===== src/rtl/cfg_serial_master.sv =====
module cfg_serial_master #(
  parameter int CLK_HZ      = 100_000_000,
  parameter int CCLK_HZ     = 25_000_000,
  parameter int PROG_NS     = 300,
  parameter int INIT_TMO_US = 500_000,
  parameter int DONE_TMO_US = 200_000,
  parameter int TAIL_CYC    = 8
) (
  input  logic       clk,
  input  logic       rst_n,
  input  logic       start,
  input  logic [7:0] s_data,
  input  logic       s_valid,
  input  logic       s_last,
  output logic       s_ready,
  output logic       cfg_prog_n,
  input  logic       cfg_init_n,
  input  logic       cfg_done,
  output logic       cfg_cclk,
  output logic       cfg_dout,
  output logic       busy,
  output logic       ok,
  output logic       err,
  output logic [2:0] err_code
);
  localparam int HALF_RAW = CLK_HZ / (2 * CCLK_HZ);
  localparam int HALF     = (HALF_RAW < 1) ? 1 : HALF_RAW;
  localparam int PROG_CYC = ((CLK_HZ / 1000) * PROG_NS + 999_999) / 1_000_000;
  localparam int INIT_CYC = (CLK_HZ / 1_000_000) * INIT_TMO_US;
  localparam int DONE_CYC = (CLK_HZ / 1_000_000) * DONE_TMO_US;
  localparam int TMAX     = (INIT_CYC > DONE_CYC) ? INIT_CYC : DONE_CYC;
  localparam int TW       = $clog2(TMAX + 1);
  localparam int HW       = $clog2(HALF + 1);
  localparam int XW       = $clog2(TAIL_CYC + 1);

  localparam logic [2:0] E_NONE   = 3'd0;
  localparam logic [2:0] E_NOFALL = 3'd1;
  localparam logic [2:0] E_NORISE = 3'd2;
  localparam logic [2:0] E_CRC    = 3'd3;
  localparam logic [2:0] E_NODONE = 3'd4;

  typedef enum logic [2:0] {S_IDLE, S_PROG, S_WINIT, S_LOAD, S_FLUSH} state_t;

  state_t          st;
  logic [TW-1:0]   tmr;
  logic [HW-1:0]   hc;
  logic            lo, lastb, seen, prog_r, ok_r, err_r;
  logic [7:0]      sh;
  logic [3:0]      bc;
  logic [XW-1:0]   ext;
  logic [2:0]      code_r;

  wire half_end = (hc == HW'(HALF - 1));
  wire slot_end = half_end && !lo;
  wire fin      = slot_end && seen && (ext == XW'(TAIL_CYC - 1));

  assign cfg_cclk   = !lo;
  assign cfg_prog_n = prog_r;
  assign cfg_dout   = (st == S_FLUSH) ? 1'b1 : sh[7];
  assign s_ready    = (st == S_LOAD) && (bc == 4'd0) && !cfg_done && cfg_init_n;
  assign busy       = (st != S_IDLE);
  assign ok         = ok_r;
  assign err        = err_r;
  assign err_code   = code_r;

  always_ff @(posedge clk or negedge rst_n) begin
    if (!rst_n) begin
      st <= S_IDLE; tmr <= '0; hc <= '0; lo <= 1'b0; sh <= 8'hFF; bc <= 4'd0;
      lastb <= 1'b0; seen <= 1'b0; ext <= '0; prog_r <= 1'b1;
      ok_r <= 1'b0; err_r <= 1'b0; code_r <= E_NONE;
    end else begin
      case (st)
        S_IDLE: if (start) begin
          st <= S_PROG; prog_r <= 1'b0; tmr <= '0; sh <= 8'hFF;
          ok_r <= 1'b0; err_r <= 1'b0; code_r <= E_NONE;
        end
        S_PROG: begin
          tmr <= tmr + 1'b1;
          if (tmr >= TW'(PROG_CYC - 1) && !cfg_init_n) begin
            st <= S_WINIT; prog_r <= 1'b1; tmr <= '0;
          end else if (tmr == TW'(INIT_CYC - 1)) begin
            st <= S_IDLE; prog_r <= 1'b1; err_r <= 1'b1; code_r <= E_NOFALL;
          end
        end
        S_WINIT: begin
          tmr <= tmr + 1'b1;
          if (cfg_init_n) begin
            st <= S_LOAD; bc <= 4'd0; hc <= '0;
          end else if (tmr == TW'(INIT_CYC - 1)) begin
            st <= S_IDLE; err_r <= 1'b1; code_r <= E_NORISE;
          end
        end
        S_LOAD: begin
          if (bc == 4'd0) begin
            if (cfg_done) begin
              st <= S_FLUSH; seen <= cfg_init_n; ext <= '0; tmr <= '0; lo <= 1'b1; hc <= '0;
            end else if (!cfg_init_n) begin
              st <= S_IDLE; err_r <= 1'b1; code_r <= E_CRC;
            end else if (s_valid) begin
              sh <= s_data; bc <= 4'd8; lastb <= s_last; lo <= 1'b1; hc <= '0;
            end
          end else if (!half_end) begin
            hc <= hc + 1'b1;
          end else begin
            hc <= '0;
            if (lo) lo <= 1'b0;
            else begin
              sh <= {sh[6:0], 1'b1};
              bc <= bc - 4'd1;
              if (bc != 4'd1) lo <= 1'b1;
              else if (lastb) begin
                st <= S_FLUSH; seen <= cfg_done && cfg_init_n; ext <= '0; tmr <= '0; lo <= 1'b1;
              end
            end
          end
        end
        S_FLUSH: begin
          tmr <= tmr + 1'b1;
          if (!half_end) hc <= hc + 1'b1;
          else begin
            hc <= '0;
            if (lo) lo <= 1'b0;
            else if (fin) begin
              st <= S_IDLE; ok_r <= 1'b1;
            end else begin
              lo <= 1'b1;
              if (seen) ext <= ext + 1'b1;
              else seen <= cfg_done && cfg_init_n;
            end
          end
          if (tmr == TW'(DONE_CYC - 1) && !fin) begin
            st <= S_IDLE; lo <= 1'b0; err_r <= 1'b1; code_r <= E_NODONE;
          end
        end
        default: st <= S_IDLE;
      endcase
    end
  end

  assert_dout_hold_R4: assert property (@(posedge clk) disable iff (!rst_n)
    $rose(cfg_cclk) |-> $stable(cfg_dout));

  assert_cclk_idle_R4: assert property (@(posedge clk) disable iff (!rst_n)
    !busy |-> cfg_cclk);

  assert_prog_release_R1: assert property (@(posedge clk) disable iff (!rst_n)
    $rose(cfg_prog_n) |-> (!$past(cfg_init_n) || err));

  assert_one_in_flight_R5: assert property (@(posedge clk) disable iff (!rst_n)
    (s_valid && s_ready) |=> !s_ready);

  assert_crc_abort_R7: assert property (@(posedge clk) disable iff (!rst_n)
    (st == S_LOAD && bc == 4'd0 && !cfg_init_n && !cfg_done) |=> (err && err_code == E_CRC));

  assert_status_hold_R10: assert property (@(posedge clk) disable iff (!rst_n)
    (!busy && !start) |=> $stable({ok, err, err_code}));
endmodule


===== config.mk =====
export PLATFORM = sky130hd
export DESIGN_NAME = cfg_serial_master
export DESIGN_NICKNAME = d
export VERILOG_FILES = /design/src/rtl/cfg_serial_master.sv
export SDC_FILE = /design/constraint.sdc
export NUM_CORES = 1
export LEC_CHECK = 0
export BUFFER_PORTS_ARGS = -buffer_cell sky130_fd_sc_hd__buf_2
export CELL_PAD_IN_SITES_DETAIL_PLACEMENT = 1
export CELL_PAD_IN_SITES_GLOBAL_PLACEMENT = 1
export CORE_AREA = 2 2 122 124
export CTS_BUF_LIST = sky130_fd_sc_hd__clkbuf_4 sky130_fd_sc_hd__clkbuf_8
export DETAILED_ROUTE_END_ITERATION = 6
export DIE_AREA = 0 0 124 126
export PLACE_DENSITY = 0.54
export SLEW_MARGIN = 10
export SYNTH_ARGS = -nofsm -noshare
export SYNTH_HDL_FRONTEND = slang
export SYNTH_SLANG_ARGS = --single-unit

===== constraint.sdc =====
create_clock -name clk -period 5.1 [get_ports clk]
set_input_delay 0.255 -clock clk [delete_from_list [all_inputs] [get_ports clk]]
set_output_delay 0.255 -clock clk [all_outputs]
set_load 0.02 [all_outputs]

==> impl_metrics.tcl, run 1 <==
set metrics [dict create \
    status "completed" \
    start_util_pct 24.4 \
    post-dp-hpwl_um 7060 \
    drc 0 \
    cts.reportedPaths.clkPinSlew_ns 0.11 \
    ys_ff_latch 56 \
    io_buffers 24 \
    slew_headroom_pct 38.6 \
    worstPathArrival_ns 2.97 \
    place_inst 579 \
    p_seq_share_pct 35.2 \
    syn_nets 409 \
    crit_type "reg -> out" \
    swShare_pct 46.4 \
    grt_remaining_overflow 0 \
    final.setup.tns_ns 0 \
    grt_max_degree 57 \
    yosysUniqueCellTypes 56 \
    drive_gt1_share_pct 20.5 \
    core_um2 14300 \
    final_max_slew_viol_count 0 \
    grt_use_total_pct 13.0 \
    p_switching_w 0.000907 \
    synth_area_um2 3500 \
    grt_pass1_wl_um 16200 \
    die_height_um 126 \
    dr.pass1.iters 4 \
    period_share_pct 63.2 \
    ctsLongestPathBuffers 2 \
    fin_crit_ns 3.22 \
    cp_max_fo 11 \
    yosysWarningCount 0 \
    drt_wl_total_um 9710 \
    synthArstFlopShare_pct 100 \
    clkLatencyLatePin_ns 0.33 \
    grt_pass1_vias 3127 \
    syn-instance-count 387 \
    synth_edf_count 0 \
    ys_seq_area_share_pct 40.4 \
    cp_data_required_time_ns 4.85 \
    p_leak_nw 1.59 \
    final_nets 425 \
    fin_cells 588 \
    routedWlPerCell_um 16.5 \
    die-area_um2 15600 \
    root_buffer "clkbuf_8" \
    syn_to_final_growth_pct 11.0 \
    die_x_um 124 \
    diodes 0 \
    endpoint_kind "output pin" \
    cp-start-kind "flip-flop" \
    finalHoldViolations 0 \
    clock-sinks 56 \
    gp_congestion 0.765 \
    cts_tree "built" \
    syn_area_per_cell_um2 9.03 \
    holdBufCountCts 0 \
    cts_buffers 5 \
    ir_drop_uv 167 \
    clkPwrFrac_pct 16.0 \
    row_count 44 \
    cts_setup_buffers 0 \
    antenna_found_initial 0 \
    finalSetupViolCount 0 \
    maxCapViolCount 0 \
    p_int_w 0.00105 \
    ios 25 \
    vias 2924 \
    drt.antenna.violating_nets 0 \
    hold_path.class "in -> async" \
    power.density_nw_per_um2 504 \
    fmax_mhz 310 \
    tightest_slew_ns 0.917 \
    fill_cells 1717 \
    cts_resized 0 \
    htree_levels 2 \
    fin_skew_ns 0.0137 \
    rsz0062_at_grt "false" \
    viasPerCell 4.97 \
    synthFlopType "dfrtp_1" \
    drtIter0Drc 114 \
    combPwrFrac_pct 48.8 \
]
[per-stage QoR]
| stage | hold slack, ns | utilization, % | area [um2] | total power (W) | setup slack [ns] |
|---|---|---|---|---|---|
| after floorplan | -0.0406 | - | 3500 | 0.00143 | 2.60 |
| after global placement | 0.458 | 26.3 | 3760 | 0.00163 | 2.06 |
| after detailed placement | 0.470 | 26.3 | 3760 | 0.00165 | 1.88 |
| after CTS | 0.0971 | 27.0 | 3870 | 0.00197 | 1.86 |
| after global routing | 0.129 | 27.1 | 3880 | 0.00211 | 1.67 |
| final | 0.0661 | 27.1 | 3880 | 0.00195 | 1.88 |
[layout by cell type, fill, tap and decap left out, drive strengths merged, types with 5 or more instances in the layout]
master / Yosys / routed
nor4: 11 / 11
and2: 5 / 5
a31oi: 13 / 13
and3: 8 / 8
nor2: 47 / 47
clkbuf: 12 / 6
ha: 7 / 7
dfrtp: 47 / 47
mux2i: 7 / 7
o21ai: 16 / 16
xor2: 7 / 7
xnor2: 17 / 17
nand2: 49 / 49
dfstp: 9 / 9
buf: 6 / 27
a21oi: 20 / 20
or4: 5 / 5
nor3: 18 / 18
nand4: 9 / 9
inv: 14 / 14
nand3: 9 / 9
[Yosys cell counts (all sizes together) (3+ instances only)]
| library cell | n | area, um2 |
|---|---|---|
| nand2 | 49 | 184 |
| dfrtp | 47 | 1180 |
| nor2 | 47 | 226 |
| a21oi | 20 | 100 |
| nor3 | 18 | 110 |
| xnor2 | 17 | 149 |
| o21ai | 16 | 80.1 |
| inv | 14 | 52.6 |
| a31oi | 13 | 81.3 |
| clkbuf | 12 | 45.0 |
| nor4 | 11 | 81.3 |
| dfstp | 9 | 236 |
| nand3 | 9 | 45.0 |
| nand4 | 9 | 71.3 |
| and3 | 8 | 55.1 |
| ha | 7 | 87.6 |
| mux2i | 7 | 70.1 |
| xor2 | 7 | 61.3 |
| buf | 6 | 61.3 |
| and2 | 5 | 31.3 |
| or4 | 5 | 37.5 |
| mux2 | 4 | 45.0 |
| nor2b | 4 | 25.0 |
| o31ai | 4 | 43.8 |
| a22o | 3 | 26.3 |
| nand4b | 3 | 26.3 |
| nor3b | 3 | 22.5 |
| or3 | 3 | 18.8 |
[final timing paths]
check	startpoint	end	slack [ns]	cells after the start
worst max register to register	bc[0]	lastb	2.19	7
worst min register to register	sh[0]	sh[0]	0.49	2
worst max-delay path	bc[0]	s_ready	1.88	6
worst min-delay path	rst_n	tmr[14]	0.07	2
max in group asynchronous	rst_n	lo	4.54	2
min in group clk	s_last	lastb	0.16	2
[metal layers]
metal | vias up | GRT usage (%) | wire, um
met5 | - | 0 | 0
met4 | 0 | 3.37 | 112
met3 | 5 | 1.90 | 171
met2 | 21 | 21.2 | 4590
met1 | 1490 | 18.1 | 4840
li1 | 1408 | - | -
[cell families (layout without fill, tap and decap cells)]
logic type                 after synthesis  in the layout  synth area share [%]
DFF                                     56             56                  40.4
AOI/OAI and AO/OA                       71             71                  13.7
muxes                                   11             11                  3.29
buffers and inverters                   32             49                  4.55
and+or+nand+nor                        186            186                  29.5
adders and majority gates                7              7                  2.51
xor gates and xnor gates                24             24                  6.01
[power by group through the flow]
stage	clock (W)	combinational (W)	sequential, W
2_1_floorplan	0	0.000778	0.000653
3_3_place_gp	0	0.000938	0.000689
6_report	0.000312	0.000953	0.000689
4_1_cts	0.000324	0.000963	0.000687
5_1_grt	0.000339	0.00107	0.000707
3_5_place_dp	0	0.000957	0.000695
[final cells by class]
class	instances	area [um2]	area share, %
inverter	14	52.6	1.35
clock inverter	2	35.0	0.903
multi-input combinational	299	1930	49.7
sequential	56	1410	36.4
clock buffer	6	76.3	1.97
timing repair buffer	27	143	3.68
tap	184	230	5.94
[worst max-delay path: stages (launching register included)]
cell	delay (ns)
dfrtp_1	0.45
inv_1	0.13
ha_1	0.29
nor3b_2	0.80
nand2_1	0.24
nor3b_1	0.48
buf_2	0.26
[registers in the layout, summed over array words and instances (netlist names)]
| name | flops |
|---|---|
| lastb | 1 |
| tmr | 26 |
| bc | 4 |
| lo | 1 |
| ok | 1 |
| seen | 1 |
| cfg_prog_n | 1 |
| err_code | 3 |
| sh | 8 |
| st | 3 |
| err | 1 |
| hc | 2 |
| ext | 4 |
No activity file was read; power rests on OpenSTA's default activity.
==> run 2: changes to the inputs <==
--- a/config.mk
+++ b/config.mk
@@ -5,14 +5,15 @@
 export SDC_FILE = /design/constraint.sdc
 export NUM_CORES = 1
 export LEC_CHECK = 0
+export ABC_AREA = 1
 export BUFFER_PORTS_ARGS = -buffer_cell sky130_fd_sc_hd__buf_2
 export CELL_PAD_IN_SITES_DETAIL_PLACEMENT = 1
 export CELL_PAD_IN_SITES_GLOBAL_PLACEMENT = 1
-export CORE_AREA = 2 2 122 124
+export CORE_AREA = 2 2 132 134
 export CTS_BUF_LIST = sky130_fd_sc_hd__clkbuf_4 sky130_fd_sc_hd__clkbuf_8
 export DETAILED_ROUTE_END_ITERATION = 6
-export DIE_AREA = 0 0 124 126
-export PLACE_DENSITY = 0.54
+export DIE_AREA = 0 0 134 136
+export PLACE_DENSITY = 0.57
 export SLEW_MARGIN = 10
 export SYNTH_ARGS = -nofsm -noshare
 export SYNTH_HDL_FRONTEND = slang
==> constraint.sdc (replaced) <==
create_clock -name clk -period 3.2 [get_ports clk]
set_input_delay 0.16 -clock clk [delete_from_list [all_inputs] [get_ports clk]]
set_output_delay 0.16 -clock clk [all_outputs]
set_load 0.02 [all_outputs]
==> run 2 against run 1 <==
Against the previous run:
- via count grew 38%
- worst hold slack worse by 0.0023 ns
- cell count is 48% higher
- die area up 17%
- total power increased by 78%
- critical endpoint is now tmr[19]
- largest power group unchanged
- highest routed layer unchanged
==> impl_metrics.tcl, run 2 <==
set metrics [dict create \
    ys_ff_latch 56 \
    period_share_pct 70.0 \
    drive_gt1_share_pct 13.0 \
    top_register "tmr" \
    endpoint_kind "flip-flop" \
    die_x_um 134 \
    rsz0062_at_grt "false" \
    p_switching_w 0.00178 \
    status "completed" \
    cts_tree "built" \
    grt_max_degree 39 \
    die-area_um2 18200 \
    gp_congestion 0.868 \
    cp_max_fo 14 \
    cp-endpoint "tmr[19]" \
    fmax_mhz 446 \
    place_inst 863 \
    synth_area_um2 4110 \
    fin_cells 872 \
    cts_resized 0 \
    p_leak_nw 2.28 \
    crit_start "tmr[0]" \
    syn_nets 644 \
    cp_data_required_time_ns 3.49 \
    combPwrFrac_pct 54.8 \
    drtIter0Drc 171 \
    finalSetupViolCount 0 \
    final_nets 668 \
    final_common_cell "nand2_1" \
    diodes 0 \
    cp-start-kind "flip-flop" \
    finalPower_w 0.00348 \
    layout_common_cells "nand2_1, nor2_1, inv_1" \
    fin_crit_ns 2.24 \
    post-dp-hpwl_um 9940 \
    vias 4022 \
    yosys.area.top_type_share_pct 28.6 \
    synthArstFlopShare_pct 100 \
    fin_skew_ns 0.0107 \
    ios 25 \
    viasPerCell 4.61 \
    ir_drop_uv 397 \
    worstReg2RegEnd "tmr[19]" \
    die_height_um 136 \
    syn_area_per_cell_um2 6.61 \
    min-delay-start "s_last" \
    holdBufCountCts 1 \
    ys_seq_area_share_pct 34.4 \
    r2r-start "tmr[0]" \
    stdcell_area_um2 4590 \
    clkLatencyLatePin_ns 0.34 \
    cts_setup_buffers 0 \
    p_int_w 0.00170 \
    maxCapViolCount 0 \
    root_buffer "clkbuf_8" \
    cts_buffers 5 \
    grt_remaining_overflow 0 \
    crit_type "reg -> reg" \
    grt_pass1_wl_um 21900 \
    synth_area_leaders "dfrtp_1, nand2_1, nand3_1" \
    reg_top3 "tmr x26, sh x8" \
    p_seq_share_pct 30.1 \
    core_um2 16900 \
    yosysWarningCount 0 \
    yosysUniqueCellTypes 33 \
    swShare_pct 51.0 \
    start_util_pct 24.4 \
    place_area_um2 4470 \
    tightest_slew_ns 0.981 \
    drt_wl_total_um 13000 \
    worstPathArrival_ns 2.53 \
    grt_use_total_pct 15.1 \
    reg2regPathDepth 11 \
    largest_register_ffs 26 \
    postLayoutCoreUtil_pct 27.2 \
    drc 0 \
    slew_headroom_pct 34.6 \
    syn-instance-count 622 \
    final_max_slew_viol_count 0 \
    final.setup.tns_ns 0 \
    clkPwrFrac_pct 15.2 \
    power.density_nw_per_um2 758 \
    htree_levels 2 \
    dr.pass1.iters 4 \
    synth_common_cells "nand2_1, nor2_1, inv_1" \
    routedWlPerCell_um 14.9 \
    finalHoldViolations 0 \
    synth_largest_area_cell "dfrtp_1" \
    synth_edf_count 0 \
    clock-sinks 56 \
    yosys.cell_count.top_type "nand2_1" \
    drt.antenna.violating_nets 0 \
    antenna_found_initial 0 \
    cts.reportedPaths.clkPinSlew_ns 0.12 \
    row_count 48 \
    io_buffers 24 \
    syn_to_final_growth_pct 11.7 \
    synthFlopType "dfrtp_1" \
    hold_path.class "in -> reg" \
    grt_pass1_vias 4345 \
    ctsLongestPathBuffers 2 \
    rrSetupSlack_ns 0.96 \
]
-- run 2: stage by stage --
stage               worst slack, ns  hold slack (ns)
floorplan                      1.46           -0.136
detailed placement            0.954            0.387
global placement               1.04            0.377
CTS                           0.905           0.0454
global route                  0.738           0.0801
finish                        0.959           0.0638
-- run 2: cell families (layout without fill, tap and decap cells) --
kind of cell | Yosys count | in the layout | share of synthesized area (%)
AND/OR/NAND/NOR | 390 | 390 | 41.8
buffers and inverters | 99 | 124 | 9.74
AO/OA/AOI/OAI | 51 | 51 | 7.91
adder cells (fa/ha/maj) | 7 | 7 | 2.13
flip-flops | 56 | 56 | 34.4
XOR/XNOR | 19 | 19 | 4.05
-- run 2: cell type report --
| type | instances | area, um2 |
|---|---|---|
| timing repair buffer | 28 | 153 |
| inverter | 88 | 330 |
| clock buffer | 6 | 76.3 |
| fill | 2166 | 12300 |
| tap | 225 | 282 |
| multi-input combinational | 467 | 2300 |
| sequential | 56 | 1410 |
| clock inverter | 2 | 38.8 |
-- run 2: per-layer routing --
layer | global-route usage (%) | vias up | part of all wire (%)
li1 | - | 2007 | -
met2 | 27.2 | 57 | 49
met1 | 18.8 | 1946 | 46
met4 | 4.20 | 0 | 1.4
met3 | 2.42 | 12 | 3.1
met5 | 0 | - | 0
-- run 2: worst min path at each step --
stage | to | slack, ns | depth (start not counted)
final | lastb | 0.06 | 3
after floorplan | bc[0] | -0.14 | 0
after CTS | lastb | 0.05 | 3
after global routing | sh[0] | 0.08 | 3
after global placement | tmr[3] | 0.38 | 1
after detailed placement | tmr[3] | 0.39 | 1
-- run 2: critical path, stage by stage (launching register included) --
cell     delay [ns]
dfrtp_1        0.49
inv_1          0.12
ha_1           0.15
inv_1          0.04
nor2_1         0.09
nor2_1         0.07
nor2_1         0.11
nand3_1        0.10
nand2_1        0.46
buf_4          0.32
nand4_1        0.13
nand3_1        0.11
-- run 2: power groups by stage --
stage | Clock [W] | Sequential, W | Combinational (W)
detailed placement | 0 | 0.00106 | 0.00195
floorplan | 0 | 0.00106 | 0.00149
CTS | 0.000558 | 0.00105 | 0.00195
global route | 0.000576 | 0.00107 | 0.00218
global placement | 0 | 0.00106 | 0.00189
finish | 0.000528 | 0.00105 | 0.00191
==> run 3: changes to the inputs <==
--- a/config.mk
+++ b/config.mk
@@ -5,15 +5,15 @@
 export SDC_FILE = /design/constraint.sdc
 export NUM_CORES = 1
 export LEC_CHECK = 0
-export ABC_AREA = 1
+export ABC_AREA = 0
 export BUFFER_PORTS_ARGS = -buffer_cell sky130_fd_sc_hd__buf_2
 export CELL_PAD_IN_SITES_DETAIL_PLACEMENT = 1
 export CELL_PAD_IN_SITES_GLOBAL_PLACEMENT = 1
-export CORE_AREA = 2 2 132 134
+export CORE_AREA = 2 2 122 124
 export CTS_BUF_LIST = sky130_fd_sc_hd__clkbuf_4 sky130_fd_sc_hd__clkbuf_8
 export DETAILED_ROUTE_END_ITERATION = 6
-export DIE_AREA = 0 0 134 136
-export PLACE_DENSITY = 0.57
+export DIE_AREA = 0 0 124 126
+export PLACE_DENSITY = 0.54
 export SLEW_MARGIN = 10
 export SYNTH_ARGS = -nofsm -noshare
 export SYNTH_HDL_FRONTEND = slang
==> constraint.sdc (replaced) <==
create_clock -name clk -period 2.1 [get_ports clk]
set_input_delay 0.105 -clock clk [delete_from_list [all_inputs] [get_ports clk]]
set_output_delay 0.105 -clock clk [all_outputs]
set_load 0.02 [all_outputs]
==> run 3 against run 2 <==
Against the previous run:
- worst hold slack worse by 0.060 ns
- the run now ends with negative setup slack left
- global-route usage shrank 0.71 points
- final area is 3.3% higher
==> impl_metrics.tcl, run 3 (synthesized netlist as in run 1, its figures left out) <==
set metrics [dict create \
    drtIter0Drc 138 \
    routedWlPerCell_um 16.4 \
    tightest_slew_ns 0.649 \
    top_register "tmr" \
    drive_gt1_share_pct 40.5 \
    crit_start "bc[1]" \
    fin_skew_ns 0.0108 \
    final_nets 508 \
    fin_crit_ns 2.20 \
    regArea_um2 1410 \
    viasPerCell 4.82 \
    cts_buffers 5 \
    rsz0062_at_grt "true" \
    place_ws_ns -0.168 \
    crit_type "reg -> reg" \
    die_x_um 124 \
    vias 3231 \
    grt_remaining_overflow 0 \
    drc 0 \
    root_buffer "clkbuf_8" \
    slew_headroom_pct 56.4 \
    grt_pass1_wl_um 17700 \
    cp_data_required_time_ns 2.34 \
    finalHoldViolations 0 \
    worstReg2RegEnd "tmr[19]" \
    clock-sinks 56 \
    path_buf_inv 1 \
    cts.reportedPaths.clkPinSlew_ns 0.11 \
    violations "negative setup slack" \
    holdWs_ns 0.00429 \
    drt_wl_total_um 11000 \
    antenna_found_initial 0 \
    htree_levels 2 \
    grt_pass1_vias 3425 \
    r2r-start "bc[1]" \
    row_count 44 \
    cpPeakStageDelay_ns 0.47 \
    syn_to_final_growth_pct 35.6 \
    gp_congestion 0.789 \
    ios 25 \
    start_util_pct 24.4 \
    status "complete, but fails checks" \
    rrSetupSlack_ns -0.10 \
    hold_depth 2 \
    layout_common_cells "buf_4, nand2_1, dfrtp_1" \
    multi_input_area_um2 2150 \
    power.density_nw_per_um2 1220 \
    drt.antenna.violating_nets 0 \
    fill_cells 1717 \
    fmax_mhz 455 \
    dr.pass1.iters 4 \
    core_um2 14300 \
    clkLatencyLatePin_ns 0.34 \
    min-delay-start "s_last" \
    worstPathArrival_ns 2.44 \
    finalPower_w 0.00578 \
    p_leak_nw 2.10 \
    largest_register_ffs 26 \
    die_height_um 126 \
    reg2regPathDepth 8 \
    diodes 0 \
    die-area_um2 15600 \
    io_buffers 24 \
    endpoint_kind "flip-flop" \
    final_common_cell "buf_4" \
    cts_tree "built" \
    finalWorstSetupSlack_ns -0.100 \
    ctsLongestPathBuffers 2 \
    cp_max_fo 6 \
    maxCapViolCount 0 \
    hold_path.class "in -> reg" \
    worstHoldEndpoint "lastb" \
    crit_slowest_cell "or4bb_4" \
    cp-start-kind "flip-flop" \
    grt_use_total_pct 14.4 \
    reg_top3 "tmr x26, sh x8" \
    ir_drop_uv 424 \
    crit_family "simple AND/OR/NAND/NOR gates" \
    final_max_slew_viol_count 0 \
    period_share_pct 105 \
    finalSetupViolCount 27 \
    path_cells "inv_2, ha_4, or4bb_4, o311ai_4, nand4_4, nor4_1, xnor2_1, nor2_2" \
    post-dp-hpwl_um 8150 \
    place_area_um2 4310 \
    final.setup.tns_ns -1.37 \
    stdcell_area_um2 4740 \
    grt_max_degree 25 \
]
-- run 3: cell count changes in the layout (fill, tap and decap cells not counted), sizes merged, moves of 14 or more --
cell   delta
o21ai    -14
nand2   -134
inv      -75
xnor2    +15
nor2     -53
buf      +82
nand3    -73
-- run 3: worst reg2reg max path: stages (launching register included) --
cell	delay (ns)
dfrtp_1	0.40
inv_2	0.11
ha_4	0.16
or4bb_4	0.47
o311ai_4	0.14
nand4_4	0.25
nor4_1	0.35
xnor2_1	0.18
nor2_2	0.04
-- run 3: final cells by class --
class | count | share of cell area [%]
timing repair buffer | 110 | 16.9
multi-input combinational | 299 | 45.3
tap | 184 | 4.85
sequential | 56 | 29.8
inverter | 14 | 1.11
clock buffer | 8 | 2.06
-- run 3: metal layers --
metal	up-vias	routed length (um)	global-route usage, %
li1	1574	-	-
met1	1619	5100	18.8
met2	30	5520	24.8
met3	8	231	2.36
met4	0	127	3.50
met5	-	0	0
-- run 3: where the power goes --
group | total, W | internal (W) | switching [W] | leakage, nW
sequential | 0.00159 | 0.00136 | 0.000232 | 0.727
clock | 0.000695 | 0.000297 | 0.000398 | 0.0523
combinational | 0.00350 | 0.00160 | 0.00190 | 1.32
-- run 3: timing repair --
| item | in CTS | in global routing |
|---|---|---|
| gates resized for setup | 23 | 25 |
| pin swaps | 14 | 13 |
| setup buffers | 8 | 8 |
| hold buffers | 1 | 0 |
| endpoints found under the hold margin | 16 | 0 |
| gates cloned | 0 | 0 |
| setup endpoints to repair | 33 | 35 |
-- run 3: how the worst max path moves through the flow --
| stage | end | slack [ns] | depth (start not counted) |
|---|---|---|---|
| 5_1_grt | tmr[21] | -0.17 | 8 |
| 3_5_place_dp | err_code[0] | -0.17 | 6 |
| 4_1_cts | tmr[23] | -0.14 | 7 |
| 3_3_place_gp | err_code[1] | -0.15 | 6 |
| 6_report | tmr[19] | -0.10 | 8 |
| 2_1_floorplan | tmr[8] | 0.006 | 9 |
-- run 3: per-stage QoR --
step / util [%] / instances
after floorplan: - / 387
after global placement: 30.1 / 646
after detailed placement: 30.1 / 646
after CTS: 32.0 / 663
after global routing: 33.1 / 671
final: 33.1 / 671
